`src/rtl/dtc_pkg.sv`:
```
package dtc_pkg;
  localparam int BYTE_W   = 8;
  localparam int MC_DIV   = 12;
  localparam int PRE_W    = 5;
  localparam int NCH      = 2;
  localparam int ADDR_W   = 3;
  localparam int NIB_W    = 4;
  localparam int RUN_LSB  = 0;
  localparam int FLAG_LSB = 4;

  localparam logic [ADDR_W-1:0] A_MODE = 3'd0;
  localparam logic [ADDR_W-1:0] A_CTL  = 3'd1;
  localparam logic [ADDR_W-1:0] A_LO0  = 3'd2;

  typedef enum logic [1:0] {
    M_PRE13   = 2'b00,
    M_FULL16  = 2'b01,
    M_RELOAD8 = 2'b10,
    M_SPECIAL = 2'b11
  } cmode_e;

  typedef struct packed {
    logic   gate;
    logic   ext_sel;
    cmode_e mode;
  } chcfg_t;
endpackage

```
`src/rtl/tc_cycle_div.sv`:
```
module tc_cycle_div #(
  parameter int DIV = dtc_pkg::MC_DIV
) (
  input  logic clk_i,
  input  logic rst_ni,
  output logic tick_o
);
  localparam int CW = $clog2(DIV);

  logic [CW-1:0] cnt_q;

  assign tick_o = (cnt_q == CW'(DIV - 1));

  always_ff @(posedge clk_i or negedge rst_ni) begin
    if (!rst_ni)     cnt_q <= '0;
    else if (tick_o) cnt_q <= '0;
    else             cnt_q <= cnt_q + CW'(1);
  end


  tick_gap_chk: assert property (@(posedge clk_i) disable iff (!rst_ni)
    tick_o |=> !tick_o);
endmodule

```
`src/rtl/tc_edge_sense.sv`:
```
module tc_edge_sense (
  input  logic clk_i,
  input  logic rst_ni,
  input  logic tick_i,
  input  logic ext_i,
  output logic lvl_o,
  output logic fall_o
);
  logic [1:0] sync_q;
  logic       smp_q;
  logic       fall_q;

  always_ff @(posedge clk_i or negedge rst_ni) begin
    if (!rst_ni) begin
      sync_q <= '0;
      smp_q  <= 1'b0;
      fall_q <= 1'b0;
    end else begin
      sync_q <= {sync_q[0], ext_i};
      // one sample per machine cycle; a fall needs high then low on two samples
      if (tick_i) smp_q <= sync_q[1];
      fall_q <= tick_i & smp_q & ~sync_q[1];
    end
  end

  assign lvl_o  = sync_q[1];
  assign fall_o = fall_q;


  fall_after_tick_chk: assert property (@(posedge clk_i) disable iff (!rst_ni)
    fall_o |-> $past(tick_i));

  fall_single_chk: assert property (@(posedge clk_i) disable iff (!rst_ni)
    fall_o |=> !fall_o);
endmodule

```
`src/rtl/tc_channel.sv`:
```
module tc_channel
  import dtc_pkg::*;
#(
  parameter int  BW       = BYTE_W,
  parameter int  PW       = PRE_W,
  parameter bit  SPLIT_EN = 1'b0
) (
  input  logic          clk_i,
  input  logic          rst_ni,
  input  logic          tick_i,
  input  logic          fall_i,
  input  logic          lvl_i,
  input  logic          run_i,
  input  logic          aux_run_i,
  input  logic          gate_i,
  input  logic          ext_sel_i,
  input  cmode_e        mode_i,
  input  logic          wr_lo_i,
  input  logic          wr_hi_i,
  input  logic [BW-1:0] wdata_i,
  output logic [BW-1:0] lo_o,
  output logic [BW-1:0] hi_o,
  output logic          ovf_o,
  output logic          ovf_aux_o
);
  localparam logic [BW-1:0]   ONE  = BW'(1);
  localparam logic [BW-1:0]   ALL1 = '1;
  localparam logic [2*BW-1:0] ONE2 = (2*BW)'(1);

  logic [BW-1:0] lo_q, hi_q, lo_n, hi_n;
  logic          run_ok, step, inc;
  logic [PW:0]   pre_sum;

  assign run_ok  = run_i & (~gate_i | lvl_i);
  assign step    = ext_sel_i ? fall_i : tick_i;
  assign inc     = run_ok & step;
  assign pre_sum = {1'b0, lo_q[PW-1:0]} + (PW+1)'(1);

  always_comb begin
    lo_n      = lo_q;
    hi_n      = hi_q;
    ovf_o     = 1'b0;
    ovf_aux_o = 1'b0;
    unique case (mode_i)
      M_PRE13: if (inc) begin
        lo_n[PW-1:0] = pre_sum[PW-1:0];
        if (pre_sum[PW]) begin
          hi_n  = hi_q + ONE;
          ovf_o = (hi_q == ALL1);
        end
      end
      M_FULL16: if (inc) begin
        {hi_n, lo_n} = {hi_q, lo_q} + ONE2;
        ovf_o        = (hi_q == ALL1) && (lo_q == ALL1);
      end
      M_RELOAD8: if (inc) begin
        if (lo_q == ALL1) begin
          lo_n  = hi_q;
          ovf_o = 1'b1;
        end else begin
          lo_n = lo_q + ONE;
        end
      end
      M_SPECIAL: if (SPLIT_EN) begin
        if (inc) begin
          lo_n  = lo_q + ONE;
          ovf_o = (lo_q == ALL1);
        end
        if (tick_i && aux_run_i) begin
          hi_n      = hi_q + ONE;
          ovf_aux_o = (hi_q == ALL1);
        end
      end
      default: ;
    endcase
    // software write beats the increment
    if (wr_lo_i) lo_n = wdata_i;
    if (wr_hi_i) hi_n = wdata_i;
  end

  always_ff @(posedge clk_i or negedge rst_ni) begin
    if (!rst_ni) begin
      lo_q <= '0;
      hi_q <= '0;
    end else begin
      lo_q <= lo_n;
      hi_q <= hi_n;
    end
  end

  assign lo_o = lo_q;
  assign hi_o = hi_q;


  idle_hold_chk: assert property (@(posedge clk_i) disable iff (!rst_ni)
    (!tick_i && !fall_i && !wr_lo_i && !wr_hi_i) |=> $stable({hi_q, lo_q}));

  gate_block_chk: assert property (@(posedge clk_i) disable iff (!rst_ni)
    (gate_i && !lvl_i && mode_i != M_SPECIAL && !wr_lo_i && !wr_hi_i)
      |=> $stable({hi_q, lo_q}));

  reload_chk: assert property (@(posedge clk_i) disable iff (!rst_ni)
    (mode_i == M_RELOAD8 && inc && lo_q == ALL1 && !wr_lo_i) |=> lo_q == $past(hi_q));

  frozen_chk: assert property (@(posedge clk_i) disable iff (!rst_ni)
    (!SPLIT_EN && mode_i == M_SPECIAL && !wr_lo_i && !wr_hi_i) |=> $stable({hi_q, lo_q}));

  split_hi_chk: assert property (@(posedge clk_i) disable iff (!rst_ni)
    (SPLIT_EN && mode_i == M_SPECIAL && !aux_run_i && !wr_hi_i) |=> $stable(hi_q));

  wr_lo_wins_chk: assert property (@(posedge clk_i) disable iff (!rst_ni)
    wr_lo_i |=> lo_q == $past(wdata_i));

  wr_hi_wins_chk: assert property (@(posedge clk_i) disable iff (!rst_ni)
    wr_hi_i |=> hi_q == $past(wdata_i));
endmodule

```
`src/rtl/twin_timer_counter.sv`:
```
module twin_timer_counter
  import dtc_pkg::*;
(
  input  logic              clk_i,
  input  logic              rst_ni,
  input  logic              wr_en_i,
  input  logic [ADDR_W-1:0] addr_i,
  input  logic [BYTE_W-1:0] wdata_i,
  output logic [BYTE_W-1:0] rdata_o,
  input  logic [NCH-1:0]    ext_i,
  output logic [NCH-1:0]    ovf_o
);
  logic [BYTE_W-1:0] mode_q;
  logic [NCH-1:0]    run_q, flag_q, flag_set, flag_clr;
  logic [NCH-1:0]    lvl, fall, ovf_main, ovf_aux;
  logic              tick, ctl_wr, split;
  chcfg_t            cfg   [NCH];
  logic [BYTE_W-1:0] lo_v  [NCH];
  logic [BYTE_W-1:0] hi_v  [NCH];

  assign ctl_wr = wr_en_i && (addr_i == A_CTL);

  tc_cycle_div #(.DIV(MC_DIV)) u_div (
    .clk_i (clk_i),
    .rst_ni(rst_ni),
    .tick_o(tick)
  );

  for (genvar i = 0; i < NCH; i++) begin : g_ch
    localparam logic [ADDR_W-1:0] A_LO = ADDR_W'(A_LO0 + 2*i);
    localparam logic [ADDR_W-1:0] A_HI = ADDR_W'(A_LO0 + 2*i + 1);

    assign cfg[i] = chcfg_t'(mode_q[NIB_W*i +: NIB_W]);

    tc_edge_sense u_edge (
      .clk_i (clk_i),
      .rst_ni(rst_ni),
      .tick_i(tick),
      .ext_i (ext_i[i]),
      .lvl_o (lvl[i]),
      .fall_o(fall[i])
    );

    tc_channel #(.BW(BYTE_W), .PW(PRE_W), .SPLIT_EN(i == 0)) u_chan (
      .clk_i    (clk_i),
      .rst_ni   (rst_ni),
      .tick_i   (tick),
      .fall_i   (fall[i]),
      .lvl_i    (lvl[i]),
      .run_i    (run_q[i]),
      .aux_run_i(run_q[NCH-1]),
      .gate_i   (cfg[i].gate),
      .ext_sel_i(cfg[i].ext_sel),
      .mode_i   (cfg[i].mode),
      .wr_lo_i  (wr_en_i && addr_i == A_LO),
      .wr_hi_i  (wr_en_i && addr_i == A_HI),
      .wdata_i  (wdata_i),
      .lo_o     (lo_v[i]),
      .hi_o     (hi_v[i]),
      .ovf_o    (ovf_main[i]),
      .ovf_aux_o(ovf_aux[i])
    );
  end

  // channel 0 in mode 11 takes over flag 1
  assign split       = (cfg[0].mode == M_SPECIAL);
  assign flag_set[0] = ovf_main[0];
  assign flag_set[1] = split ? ovf_aux[0] : (ovf_main[1] | ovf_aux[1]);
  assign flag_clr    = ctl_wr ? wdata_i[FLAG_LSB +: NCH] : '0;

  always_ff @(posedge clk_i or negedge rst_ni) begin
    if (!rst_ni) begin
      mode_q <= '0;
      run_q  <= '0;
      flag_q <= '0;
    end else begin
      if (wr_en_i && addr_i == A_MODE) mode_q <= wdata_i;
      if (ctl_wr) run_q <= wdata_i[RUN_LSB +: NCH];
      flag_q <= (flag_q | flag_set) & ~flag_clr;
    end
  end

  always_comb begin
    rdata_o = '0;
    if (addr_i == A_MODE) rdata_o = mode_q;
    if (addr_i == A_CTL) begin
      rdata_o[RUN_LSB +: NCH]  = run_q;
      rdata_o[FLAG_LSB +: NCH] = flag_q;
    end
    for (int k = 0; k < NCH; k++) begin
      if (addr_i == ADDR_W'(A_LO0 + 2*k))     rdata_o = lo_v[k];
      if (addr_i == ADDR_W'(A_LO0 + 2*k + 1)) rdata_o = hi_v[k];
    end
  end

  assign ovf_o = flag_q;

  for (genvar k = 0; k < NCH; k++) begin : g_flag_chk

    flag_sticky_chk: assert property (@(posedge clk_i) disable iff (!rst_ni)
      (flag_q[k] && !(ctl_wr && wdata_i[FLAG_LSB+k])) |=> flag_q[k]);

    flag_cause_chk: assert property (@(posedge clk_i) disable iff (!rst_ni)
      $rose(flag_q[k]) |-> $past(flag_set[k]));
  end

  split_flag1_chk: assert property (@(posedge clk_i) disable iff (!rst_ni)
    (split && !ovf_aux[0] && !flag_q[1]) |=> !flag_q[1]);
endmodule

```
`config.mk`:
```
export PLATFORM = sky130hd
export DESIGN_NAME = twin_timer_counter
export DESIGN_NICKNAME = d
export VERILOG_FILES = /design/src/rtl/dtc_pkg.sv /design/src/rtl/tc_cycle_div.sv /design/src/rtl/tc_edge_sense.sv /design/src/rtl/tc_channel.sv /design/src/rtl/twin_timer_counter.sv
export SDC_FILE = /design/constraint.sdc
export NUM_CORES = 1
export LEC_CHECK = 0
export BUFFER_PORTS_ARGS = -buffer_cell sky130_fd_sc_hd__clkbuf_2
export CAP_MARGIN = 20
export CORE_MARGIN = 4
export CORE_UTILIZATION = 36
export CTS_CLUSTER_DIAMETER = 100
export DETAILED_ROUTE_END_ITERATION = 12
export PLACE_DENSITY_LB_ADDON = 0.1
export SLEW_MARGIN = 30
export SYNTH_ARGS = -nofsm -noshare
export SYNTH_HDL_FRONTEND = slang
export SYNTH_HIERARCHICAL = 1
export SYNTH_SLANG_ARGS = --single-unit
```
`constraint.sdc`:
```
create_clock -name clk_i -period 2.1 [get_ports clk_i]
set_input_delay 0.42 -clock clk_i [delete_from_list [all_inputs] [get_ports clk_i]]
set_output_delay 0.42 -clock clk_i [all_outputs]
set_load 0.01 [all_outputs]
```
Yosys cells after proc, flatten, opt, wreduce, memory -nomap -nowiden
Index checks and enable logic that the tools add are counted.
{ "op_classes": {"n_reduce_logical": 23, "shifts": 0, "add_sub_neg": 9, "mux": 52, "mul": 0, "magnitude_cmp": 0, "n_eq_ne": 29, "bitwise": 17, "div": 0} }
{ "op_table": {"columns": ["op", "count"], "rows": [
  ["$mux 8", 23],
  ["$ne 3x1->1 const B", 14],
  ["$add 16x1->16 const B", 2],
  ["$add 8x1->8 const B", 4],
  ["$eq 8x8->1 const B", 4],
  ["$pmux 8 s3", 1],
  ["$pmux 5 s4", 1],
  ["$pmux 8 s2", 1],
  ["$reduce_and 4->1", 4],
  ["$mux 1", 15],
  ["$pmux 5 s3", 1],
  ["$add 5x1->6 const B", 2],
  ["$reduce_bool 4->1", 3],
  ["$mux 5", 2],
  ["$logic_and 1x1->1", 9],
  ["$pmux 3 s3", 1],
  ["$and 1x1->1", 8],
  ["$eq 2x2->1 const B", 3],
  ["$eq 3x2->1 const B", 2],
  ["$eq 3x3->1 const B", 2],
  ["$mux 2", 3],
  ["$pmux 3 s2", 1],
  ["$reduce_bool 3->1", 2],
  ["$reduce_and 5->1", 1],
  ["15 further kinds", 21]
]} }
{ "word_totals": {"elab_cells": 146, "ram_bits": 0, "romBits": 0, "latch_bits": 0, "in_bits": 16, "reg_bits": 56, "out_inout_bits": 10, "n_memories": 0} }

Longest topological paths before layout
{ "logic_depth": {"depth_word": 9, "mapped_depth": 10} }

Hierarchy
The synthesis kept the hierarchy.
{ "by_module_without_submodules": {"columns": ["mod", "cells_per_inst", "instances", "seq_area_each_um2", "area_per_inst_um2"], "rows": [
  ["tc_channel (g_ch[1].u_chan)", 169, 1, 400.4, 1371.3],
  ["tc_channel (g_ch[0].u_chan)", 159, 1, 400.4, 1361.3],
  ["twin_timer_counter", 89, 1, 300.3, 954.7],
  ["tc_edge_sense", 6, 2, 100.1, 125.1],
  ["tc_cycle_div", 14, 1, 100.1, 180.2]
]} }

Least setup slack after synthesis
Ideal clock, no wire load.
{ "synth_path": {"kind": "register to register", "startpoint": "reg u_div.cnt_q[0]", "endpoint": "reg g_ch[1].u_chan.hi_q[0]", "stages_incl_launch_ff": 8, "t_arrival_ns": 2.000, "n_path_buf": 1, "path_slack_ns": -0.025, "path_cell_list": "dfrtp_1 -> ha_1 -> and3b_1 -> o2111ai_1 -> buf_2 -> nor3_1 -> xor2_1 -> mux2_2"} }
{ "synth_between": {"elab_chain_cells": 5} }
{ "synth_lines": {"columns": ["item", "line_no", "rtl"], "rows": [
  ["start, declared", "tc_cycle_div.sv:10", "logic [CW-1:0] cnt_q;"],
  ["start signal, assigned", "tc_cycle_div.sv:17", "else cnt_q <= cnt_q + CW'(1);"],
  ["$eq 4x4->1 (*)", "tc_cycle_div.sv:12", "assign tick_o = (cnt_q == CW'(DIV - 1));"],
  ["named net tick", "twin_timer_counter.sv:16", "logic tick, ctl_wr, split;"],
  ["$mux 1 (*)", "tc_channel.sv:35", "assign step = ext_sel_i ? fall_i : tick_i;"],
  ["$and 1x1->1 (*)", "tc_channel.sv:36", "assign inc = run_ok & step;"],
  ["$ne 3x1->1 (no line)", null, null],
  ["$reduce_and 4->1 (no line) (*)", null, null],
  ["end signal, assigned", "tc_channel.sv:87", "hi_q <= hi_n;"],
  ["end, declared", "tc_channel.sv:30", "logic [BW-1:0] lo_q, hi_q, lo_n, hi_n;"]
]} }
Mark *: on every way through the listed nets, which the timed path passes. The rest lies on a longest branch.
A chain may end at the register's enable or synchronous reset.

Worst setup path after layout
{ "layout_path": {"startpoint": "reg g_ch[1].u_chan.lo_q[2]", "endpoint": "out rdata_o[2]"} }
{ "layout_between": {"elab_chain_cells": 2} }
{ "layout_lines": {"columns": ["item", "line_no", "rtl"], "rows": [
  ["start, declared", "tc_channel.sv:30", null],
  ["start signal, assigned", "tc_channel.sv:86", "lo_q <= lo_n;"],
  ["$mux 8", "twin_timer_counter.sv:91", "if (addr_i == ADDR_W'(A_LO0 + 2*k)) rdata_o = lo_v[k];"],
  ["$mux 8", "twin_timer_counter.sv:92", "if (addr_i == ADDR_W'(A_LO0 + 2*k + 1)) rdata_o = hi_v[k];"],
  ["end, declared", "twin_timer_counter.sv:9", "output logic [BYTE_W-1:0] rdata_o,"]
]} }
No other way between the ends.

==> summary.txt <==
Die
  • Row Count: 38
  • Total Die Area: 13200 um^2
  • Die W: 115 um
  • Initial cell density of the core: 37.3%
  • Top-level I/O count: 26
  • Core ar.: roughly 11000 um^2
  • Die Height: about 110 um

Clock network
  • Total clock sinks: 56
  • TritonCTS clock tree: built
  • CTS root buf: clkbuf_16
  • CTS H-tree lvls: 2
  • Num CTS Buffers: 5
  • Clock transition at path regs: 0.08 ns
  • Clock latency on the worst-skew pair: 0.29 ns
  • Clk buf depth: 2

Route
  • 1st-iter DRT viols: 250
  • Routed WL per cell: 18.7 um
  • First-pass DRT Iterations: 5
  • DRC violations left: 0
  • Vias per cell: between 5 and 6
  • Detail Route Antenna Nets: 0
  • Final WL: 12200 um
  • Detailed-route via count: 3701

Cells and area
  • Layout cell share with drive strength beyond 1: 31.2%
  • Reg area: about 1400 um^2
  • Commonest cells after routing, fill and taps aside: 56 x buf_4, 55 x dfrtp_1, 51 x nand2_1
  • Multi-input gate area: 2590 um^2
  • Most common library cell in the layout ignoring fill and taps: buf_4
  • Util after Layout: a little under half
  • Filler instances: around 1100
  • Layout net count: 541
  • Antenna diodes: 0
  • Synthesis-to-finish area growth: 20.6%

Synth
  • Post-synthesis cell area: 4120 um^2
  • Synthesized flop and latch total: 56
  • Top post-synthesis cells by area: dfrtp_1 34%, nand2_1 4.6%, mux2_4 4.0%
  • Library cells used by synthesis: 71
  • Most used DFF post-synth: dfrtp_1
  • Top cell type's share of synthesized area: between 30% and 40%
  • Syn Nets: 472
  • Cells after synthesis: 443
  • Syn_area_per_cell: 9.30 um^2
  • Async SR Flop Fraction: 100%
  • Yosys warns: 6
  • EDFF count, synth: 0
  • Seq/Total Area, Yosys: 34.0%
  • Top cell type by total area after synthesis: dfrtp_1

STA
  • RSZ-0062 raised after global routing: true
  • Final Slew Violations: 0
  • Final TNS setup: 0 ns
  • Setup Skew: approximately 0.0059 ns
  • Hold Vio Cnt, Final: 0
  • Final setup fails: 0
  • Ratio of final minimum period to clock period: slightly below 100%
  • Worst Hold Slack: ~0.12 ns
  • Min Tclk post-route: slightly above 2 ns
  • Final WS setup: around 0.063 ns
  • Max Freq: 491 MHz

GRT
  • Largest net degree at the start of global routing: 57
  • All-Layer GR Usage: between 10% and 20%
  • Initial antenna violation count: 0
  • Vias in the first global route: about 3500
  • First-pass GRT wire length: 19700 um
  • Grt ovf: 0

Run status
  • Status: complete, no violations

Place
  • Port bufs: 25
  • DP Worst Slack: 0.00678 ns
  • Detailed Place HPWL: 9410 um
  • Placer Congestion: between 0.8 and 0.9

Hold path
  • Hold Path Class: in2async

Worst setup path
  • CP startpoint kind: register
  • Reg-to-reg critical path startpoint: u_div/cnt_q[0]$_DFF_PN0_
  • Critical Path AT: 1.62 ns
  • Crit path max fanout: 4
  • Crit. Startpoint: g_ch[1].u_chan/lo_o[2]$_DFFE_PN0P_
  • Crit Path Class: reg2out
  • Setup slack, reg-to-reg: 0.08 ns
  • Worst Setup End Kind: output port
  • WP data required: approximately 1.7 ns

Pwr
  • Clock power share: around 18%
  • Peak VDD IR: 445 uV
  • Combinational Power Share: 47.2%
  • PD cells: 1000 nW/um^2
  • Sw Share: 41.3%
  • Seq pwr share: 35.1%
  • P_sw: roughly 0.0021 W
  • Internal: 0.00292 W
  • Leakage: 2.06 nW

Job
  • Number of max-cap violations: 0
==> sequential cells by signal, summed over array words and instances (netlist names), 4 cells and up <==
name	cells
mode_q	8
u_div/cnt_q	4
g_ch.u_chan/hi_o	16
g_ch.u_chan/lo_o	16
g_ch.u_edge/sync_q	4
==> critical path, stage by stage (launching register included) <==
cell and delay (ns):
dfrtp_2 0.42, buf_4 0.15, mux2_2 0.25, a32oi_1 0.17, o211ai_1 0.16, clkbuf_2 0.16
==> metrics by stage <==
stage	std cells	instance area, um^2	total power [W]
after floorplan	443	4120	0.00311
after global placement	641	4710	0.00399
after detailed placement	641	4710	0.00402
after CTS	649	4860	0.00491
after global routing	653	4970	0.00534
final	653	4970	0.00498
==> Yosys cell counts, drive strengths merged (11+ instances only) <==
library cell and number:
dfrtp 56, nand2 52, nor2 33, a21oi 23, mux2 23, nand3 22, o21ai 22, buf 15
ha 13, mux2i 12, nor2b 12, nand4 11, o31ai 11
==> cells by family after synthesis <==
group	share of synthesized area [%]
simple gates	25.5
compound gates	17.3
flops	34.0
mux	10.2
buf+inv	4.71
xor+xnor	4.25
fa+ha+maj	3.95
other cells	0.0911
==> worst paths after layout <==
kind                                                      end  cells after the start
max reg2reg                                ovf_o[1]$_DFF_PN0_                      9
min                        g_ch[1].u_chan/lo_o[5]$_DFFE_PN0P_                      2
max in group asynchronous  g_ch[0].u_chan/hi_o[2]$_DFFE_PN0P_                      2
max                                                rdata_o[2]                      5
min in group clk_i         g_ch[0].u_edge/sync_q[0]$_DFF_PN0_                      1
min reg2reg                g_ch[1].u_edge/sync_q[1]$_DFF_PN0_                      0
==> repair_timing <==
item | in CTS | in global routing
gates resized for setup | 1 | 18
pin swaps | 0 | 3
setup endpoints to repair | 6 | 24
hold buffers | 0 | 0
hold endpoints to repair | 0 | 0
buffers inserted | 0 | 4
==> layout make-up <==
cell class / count / area share, %
clock buffer: 5 / 2.52
clock inverter: 3 / 0.529
inverter: 10 / 0.756
multi-input combinational: 354 / 52.1
sequential: 56 / 28.2
tap: 140 / 3.53
timing repair buffer: 85 / 12.3
==> routing by layer <==
layer | global-route usage, % | vias to the layer above | wire length (um)
met5 | 0 | - | 0
met4 | 3.44 | 0 | 116
met3 | 2.47 | 10 | 593
met2 | 27.8 | 102 | 5260
met1 | 30.3 | 1816 | 6270
li1 | - | 1773 | -
==> power by group through the flow <==
| stage | sequential (W) | combinational, W | clock [W] |
|---|---|---|---|
| after floorplan | 0.00169 | 0.00142 | 0 |
| after global placement | 0.00177 | 0.00223 | 0 |
| after detailed placement | 0.00177 | 0.00225 | 0 |
| after CTS | 0.00175 | 0.00225 | 0.000905 |
| after global routing | 0.00179 | 0.00259 | 0.000958 |
| final | 0.00175 | 0.00235 | 0.000882 |
Power figures use the tool's default switching activity.
